**config.mk**
```make
export PLATFORM = sky130hd
export DESIGN_NAME = sbox_switch
export DESIGN_NICKNAME = d
export VERILOG_FILES = /design/src/rtl/sbox_pkg.sv /design/src/rtl/sbox_cfg_chain.sv /design/src/rtl/sbox_track_mux.sv /design/src/rtl/sbox_switch.sv
export SDC_FILE = /design/constraint.sdc
export NUM_CORES = 1
export LEC_CHECK = 0
export ABC_AREA = 1
export BUFFER_PORTS_ARGS = -buffer_cell sky130_fd_sc_hd__buf_2
export CORE_MARGIN = 5
export CORE_UTILIZATION = 35
export DETAILED_ROUTE_END_ITERATION = 16
export GPL_ROUTABILITY_DRIVEN = 0
export GPL_TIMING_DRIVEN = 1
export PLACE_DENSITY_LB_ADDON = 0.12
export SYNTH_ARGS = -nofsm -noshare
export SYNTH_HDL_FRONTEND = slang
export SYNTH_SLANG_ARGS = --single-unit
```
**constraint.sdc**
```tcl
create_clock -name clk -period 2.9 [get_ports clk]
set_input_delay 0.145 -clock clk [delete_from_list [all_inputs] [get_ports clk]]
set_output_delay 0.145 -clock clk [all_outputs]
set_load 0.1 [all_outputs]
```
**src/rtl/sbox_pkg.sv**
```systemverilog
package sbox_pkg;

    typedef enum logic {
        TOPO_PLANAR = 1'b0,
        TOPO_WILTON = 1'b1
    } topo_e;

    localparam int SIDES = 4;
    localparam int FANIN = SIDES - 1;

    // Index of the track on side src that may join track t on side dst.
    function automatic int partner(topo_e topo, int dst, int src, int t, int w);
        if (topo == TOPO_PLANAR) return t;
        if (((dst + src) % 2) == 0) return t;                  // opposite sides
        if ((dst == 0 && src == 1) || (dst == 1 && src == 0) ||
            (dst == 2 && src == 3) || (dst == 3 && src == 2))
            return (w - t) % w;                                // mirrored turn
        if ((dst == 0 && src == 3) || (dst == 1 && src == 2))
            return (t + 1) % w;                                // rotate forward
        return (t + w - 1) % w;                                // rotate back
    endfunction

endpackage

```
**src/rtl/sbox_cfg_chain.sv**
```systemverilog
module sbox_cfg_chain #(
    parameter int N = 48
) (
    input  logic         clk,
    input  logic         rst_n,
    input  logic         shift,
    input  logic         din,
    input  logic         done,
    output logic [N-1:0] bits,
    output logic         active,
    output logic         dout
);
    typedef struct packed {
        logic [N-1:0] chain;
        logic         live;
    } chain_st_t;

    chain_st_t st_d, st_q;

    always_comb begin
        st_d = st_q;
        if (shift) begin
            st_d.chain = {st_q.chain[N-2:0], din};
            st_d.live  = 1'b0;
        end else if (done) begin
            st_d.live  = 1'b1;
        end
    end

    always_ff @(posedge clk or negedge rst_n) begin
        if (!rst_n) st_q <= '0;
        else        st_q <= st_d;
    end

    assign bits   = st_q.chain;
    assign active = st_q.live;
    assign dout   = st_q.chain[N-1];

endmodule

```
**src/rtl/sbox_track_mux.sv**
```systemverilog
module sbox_track_mux #(
    parameter int FANIN = 3
) (
    input  logic [FANIN-1:0] en,
    input  logic [FANIN-1:0] src,
    input  logic             active,
    output logic             out,
    output logic             clash
);
    localparam int CW = $clog2(FANIN + 1);

    logic [CW-1:0] n_en;

    always_comb begin
        n_en  = CW'($countones(en));
        out   = active && (n_en == CW'(1)) && (|(en & src));
        clash = active && (n_en > CW'(1));
    end

endmodule

```
**src/rtl/sbox_switch.sv**
```systemverilog
module sbox_switch #(
    parameter int              W    = 4,
    parameter sbox_pkg::topo_e TOPO = sbox_pkg::TOPO_WILTON
) (
    input  logic           clk,
    input  logic           rst_n,
    input  logic           cfg_shift,
    input  logic           cfg_din,
    input  logic           cfg_done,
    output logic           cfg_dout,
    input  logic [4*W-1:0] trk_in,
    output logic [4*W-1:0] trk_out,
    output logic           conflict
);
    localparam int SIDES  = sbox_pkg::SIDES;
    localparam int FANIN  = sbox_pkg::FANIN;
    localparam int NTRK   = SIDES * W;
    localparam int NBITS  = NTRK * FANIN;

    logic [NBITS-1:0] cfg_bits;
    logic             cfg_active;
    logic [NTRK-1:0]  trk_conflict;

    sbox_cfg_chain #(.N(NBITS)) u_chain (
        .clk    (clk),
        .rst_n  (rst_n),
        .shift  (cfg_shift),
        .din    (cfg_din),
        .done   (cfg_done),
        .bits   (cfg_bits),
        .active (cfg_active),
        .dout   (cfg_dout)
    );

    for (genvar d = 0; d < SIDES; d++) begin : g_side
        for (genvar t = 0; t < W; t++) begin : g_trk
            localparam int OUT_IX = d * W + t;
            logic [FANIN-1:0] src_v;

            for (genvar k = 0; k < FANIN; k++) begin : g_src
                localparam int S_SIDE = (d + 1 + k) % SIDES;
                localparam int S_TRK  = sbox_pkg::partner(TOPO, d, S_SIDE, t, W);
                assign src_v[k] = trk_in[S_SIDE * W + S_TRK];
            end

            sbox_track_mux #(.FANIN(FANIN)) u_mux (
                .en     (cfg_bits[OUT_IX*FANIN +: FANIN]),
                .src    (src_v),
                .active (cfg_active),
                .out    (trk_out[OUT_IX]),
                .clash  (trk_conflict[OUT_IX])
            );
        end
    end

    assign conflict = |trk_conflict;

endmodule

```
==> results.md <==
* Antenna violations before repair at 0
* Primary FF master, synth: dfrtp_1
* Final hold viol count at 0
* FP Rows at 33
* Post-synth net total at approximately 370
* Ranking of synthesized cells by area: dfrtp_1, fa_1, nand2_1
* Lkg Pwr at ~1.6 nW
* Vias per std cell at 4.610
* Worst R2R Setup Slack at 2.05 ns
* Cell area after technology mapping at roughly 2900 sq um
* Seq/Total Area, Yosys at a little over two fifths
* Clock transition at path regs at approximately 0.10 ns
* Crit. Startpoint: u_chain.bits[33]
* Max Cap Viol at 0
* Arrival time at the worst endpoint at around 2 ns
* Dpl hpwl at between 5000 and 6000 microns
* CP peak stage delay at 0.48 ns
* Fin nets at slightly below 400
* Die Y at around 100 microns
* Crit path cell chain: fa_1 -> o21ai_0 -> nand2_1 -> nor2_1 -> nand2_1 -> buf_2
* Die ar. at between 10000 and 15000 sq um
* Skew-Pair Late Insertion Delay at around 0.30 ns
* Clk buf depth at 2
* Core Area at 8093 sq um
* First-pass iteration count of the detailed router at 4
* Htree depth at 2
* Final Setup Violations at 0
* Crit path max fanout at 3
* Commonest cells in the netlist: nand2_1, dfrtp_1, inv_1, nor2_1, nand3_1
* Setup crit end kind: primary output
* CTS sink count at 49
* Top-count cell post-synth: nand2_1
* Pin count of the biggest net entering global routing at 41
* Warnings, synthesis at 0
* Fmax at between 0.4 and 0.5 GHz
* Syn Area/Cell at between 8 and 9 sq um
* Post-route ant nets at 0
* Via count at about 2100
* Gr ovfl total at 0
* Actual slew at the worst max-slew pin at between 0.8 and 0.9 ns
* Power Dens Cells at 655.0 nW/um^2
* Total power at roughly 2.0 mW
* PortBufs at 38
* CTS tree: yes
* Rel. slew slack at between 40% and 50%
* Status: finished clean
* CTS Root Cell: clkbuf_8
* Tcrit/Tclk final at 72.86%
* Cell mode on critical path: nand2_1
* Ports at 39
* Worst IR drop on VDD at around 0.00025 V
* Share of cells above drive strength 1 at between 10% and 20%
* Area delta synth->final at 8.381%
* Drc violations at 0
* Synthesized instance count at between 300 and 400
* Fin Setup TNS at 0 ns
* Synth top area share at a little over two fifths
* Synth unique cells at 17
* N_diodes at 0
* Cts repair resizes at 0
* Worst r2r src: u_chain.bits[15]
* Vias in the first global route at approximately 2200
* Final slew viol count at 0
* Final wirelength at slightly below 7000 microns
* Initial Util at 35.42%
* Top cell type by total area after synthesis: dfrtp_1
* Number of synthesized flops with an enable pin at 0
* CTS buffer count at 5
* Total GRT Usage at 14.66%
* Startpoint Class: flip-flop
* DR iter-0 viols at 78
* Async S/R FF share, synth at 100.0%
* Setup Skew at 0.01121 ns
* Wire per inst at 14.85 microns
* Unrepaired setup endpoints after global routing: no
* Min Hold Slack at around 0.070 ns
* Slowest CP cell: fa_1
* Synth Register Bits at 49
* Kind of critical path: reg -> out
* Hold Path Class: in -> reg
* First-pass GRT wire length at about 12000 microns
* Hold Crit Start: cfg_din
* Worst EP required at 2.76 ns
* Die width at roughly 100 microns
* Final min period at 2.113 ns
## final timing paths
path                                    end  cells after the start
setup / recovery                   conflict                      6
hold / removal              u_chain.bits[0]                      2
setup reg to reg           u_chain.bits[15]                      1
hold reg to reg            u_chain.bits[29]                      2
max in group asynchronous   u_chain.bits[4]                      3
min in group asynchronous  u_chain.bits[35]                      2
## cells in the final DEF (no fill, tap or decap), types with 2 or more instances in the layout
cell type / n
fa_1: 16
mux2_4: 10
clkbuf_8: 5
nand2_1: 72
clkinvlp_4: 2
buf_2: 38
nor2_1: 37
dfrtp_1: 49
inv_1: 38
o21ai_0: 26
nand4_1: 2
buf_4: 3
a21oi_1: 18
nand3_1: 30
## routing by layer
layer  vias up  part of all wire [%]  GRT usage [%]
li1       1056                     -              -
met1      1007                    49          21.76
met2        35                    46          22.32
met3         4                   4.0          2.768
met4         0                  0.69          3.109
met5         -                     0              0
## registers in the layout, summed over array words and instances, names as in the netlist
name            flops
u_chain.bits       48
u_chain.active      1
## power by group
group	internal [mW]	switching [mW]	leakage [nW]
clock network	0.171	0.240	0.0374
registers	0.796	0.148	0.571
logic	0.231	0.450	1.02
total	1.20	0.838	1.62
## per-stage QoR
stage | cells | worst slack, ns | util, % | instance area [sq um]
global placement | 447 | 1.111 | 37.18 | 3009
detailed placement | 447 | 1.103 | 37.18 | 3009
floorplan | 328 | 0.5830 | - | 2867
CTS | 456 | 0.7542 | 38.39 | 3107
global route | 456 | 0.5837 | 38.39 | 3107
finish | 456 | 0.7872 | 38.39 | 3107
## final cells by class
class | instances | area [sq um]
Multi-Input combinational cell | 213 | 1276
Inverter | 38 | 142.6
Fill cell | 879 | 4986
Clock buffer | 6 | 72.57
Tap cell | 105 | 131.4
Clock inverter | 2 | 15.01
Timing Repair Buffer | 43 | 242.7
Sequential cell | 49 | 1226
## repair_timing
| item | in CTS | in global routing |
|---|---|---|
| hold buffers | 1 | 0 |
| endpoints found under the hold margin | 25 | 0 |
| setup buffers | 0 | 0 |
## worst max-delay path: cells and delay by family (launching register included)
family	cells	cell delay, ns
compound gates	1	0.24
fa+ha+maj	1	0.48
buf+inv	1	0.29
flops	1	0.43
simple gates	3	0.23
## cell families after synthesis
logic type,synth area share (%)
AOI/OAI and AO/OA,8.162
buffers and inverters,12.70
muxes,5.238
adders and majority gates,11.17
DFF,42.78
and+or+nand+nor,19.95
Power figures use the tool's default switching activity.
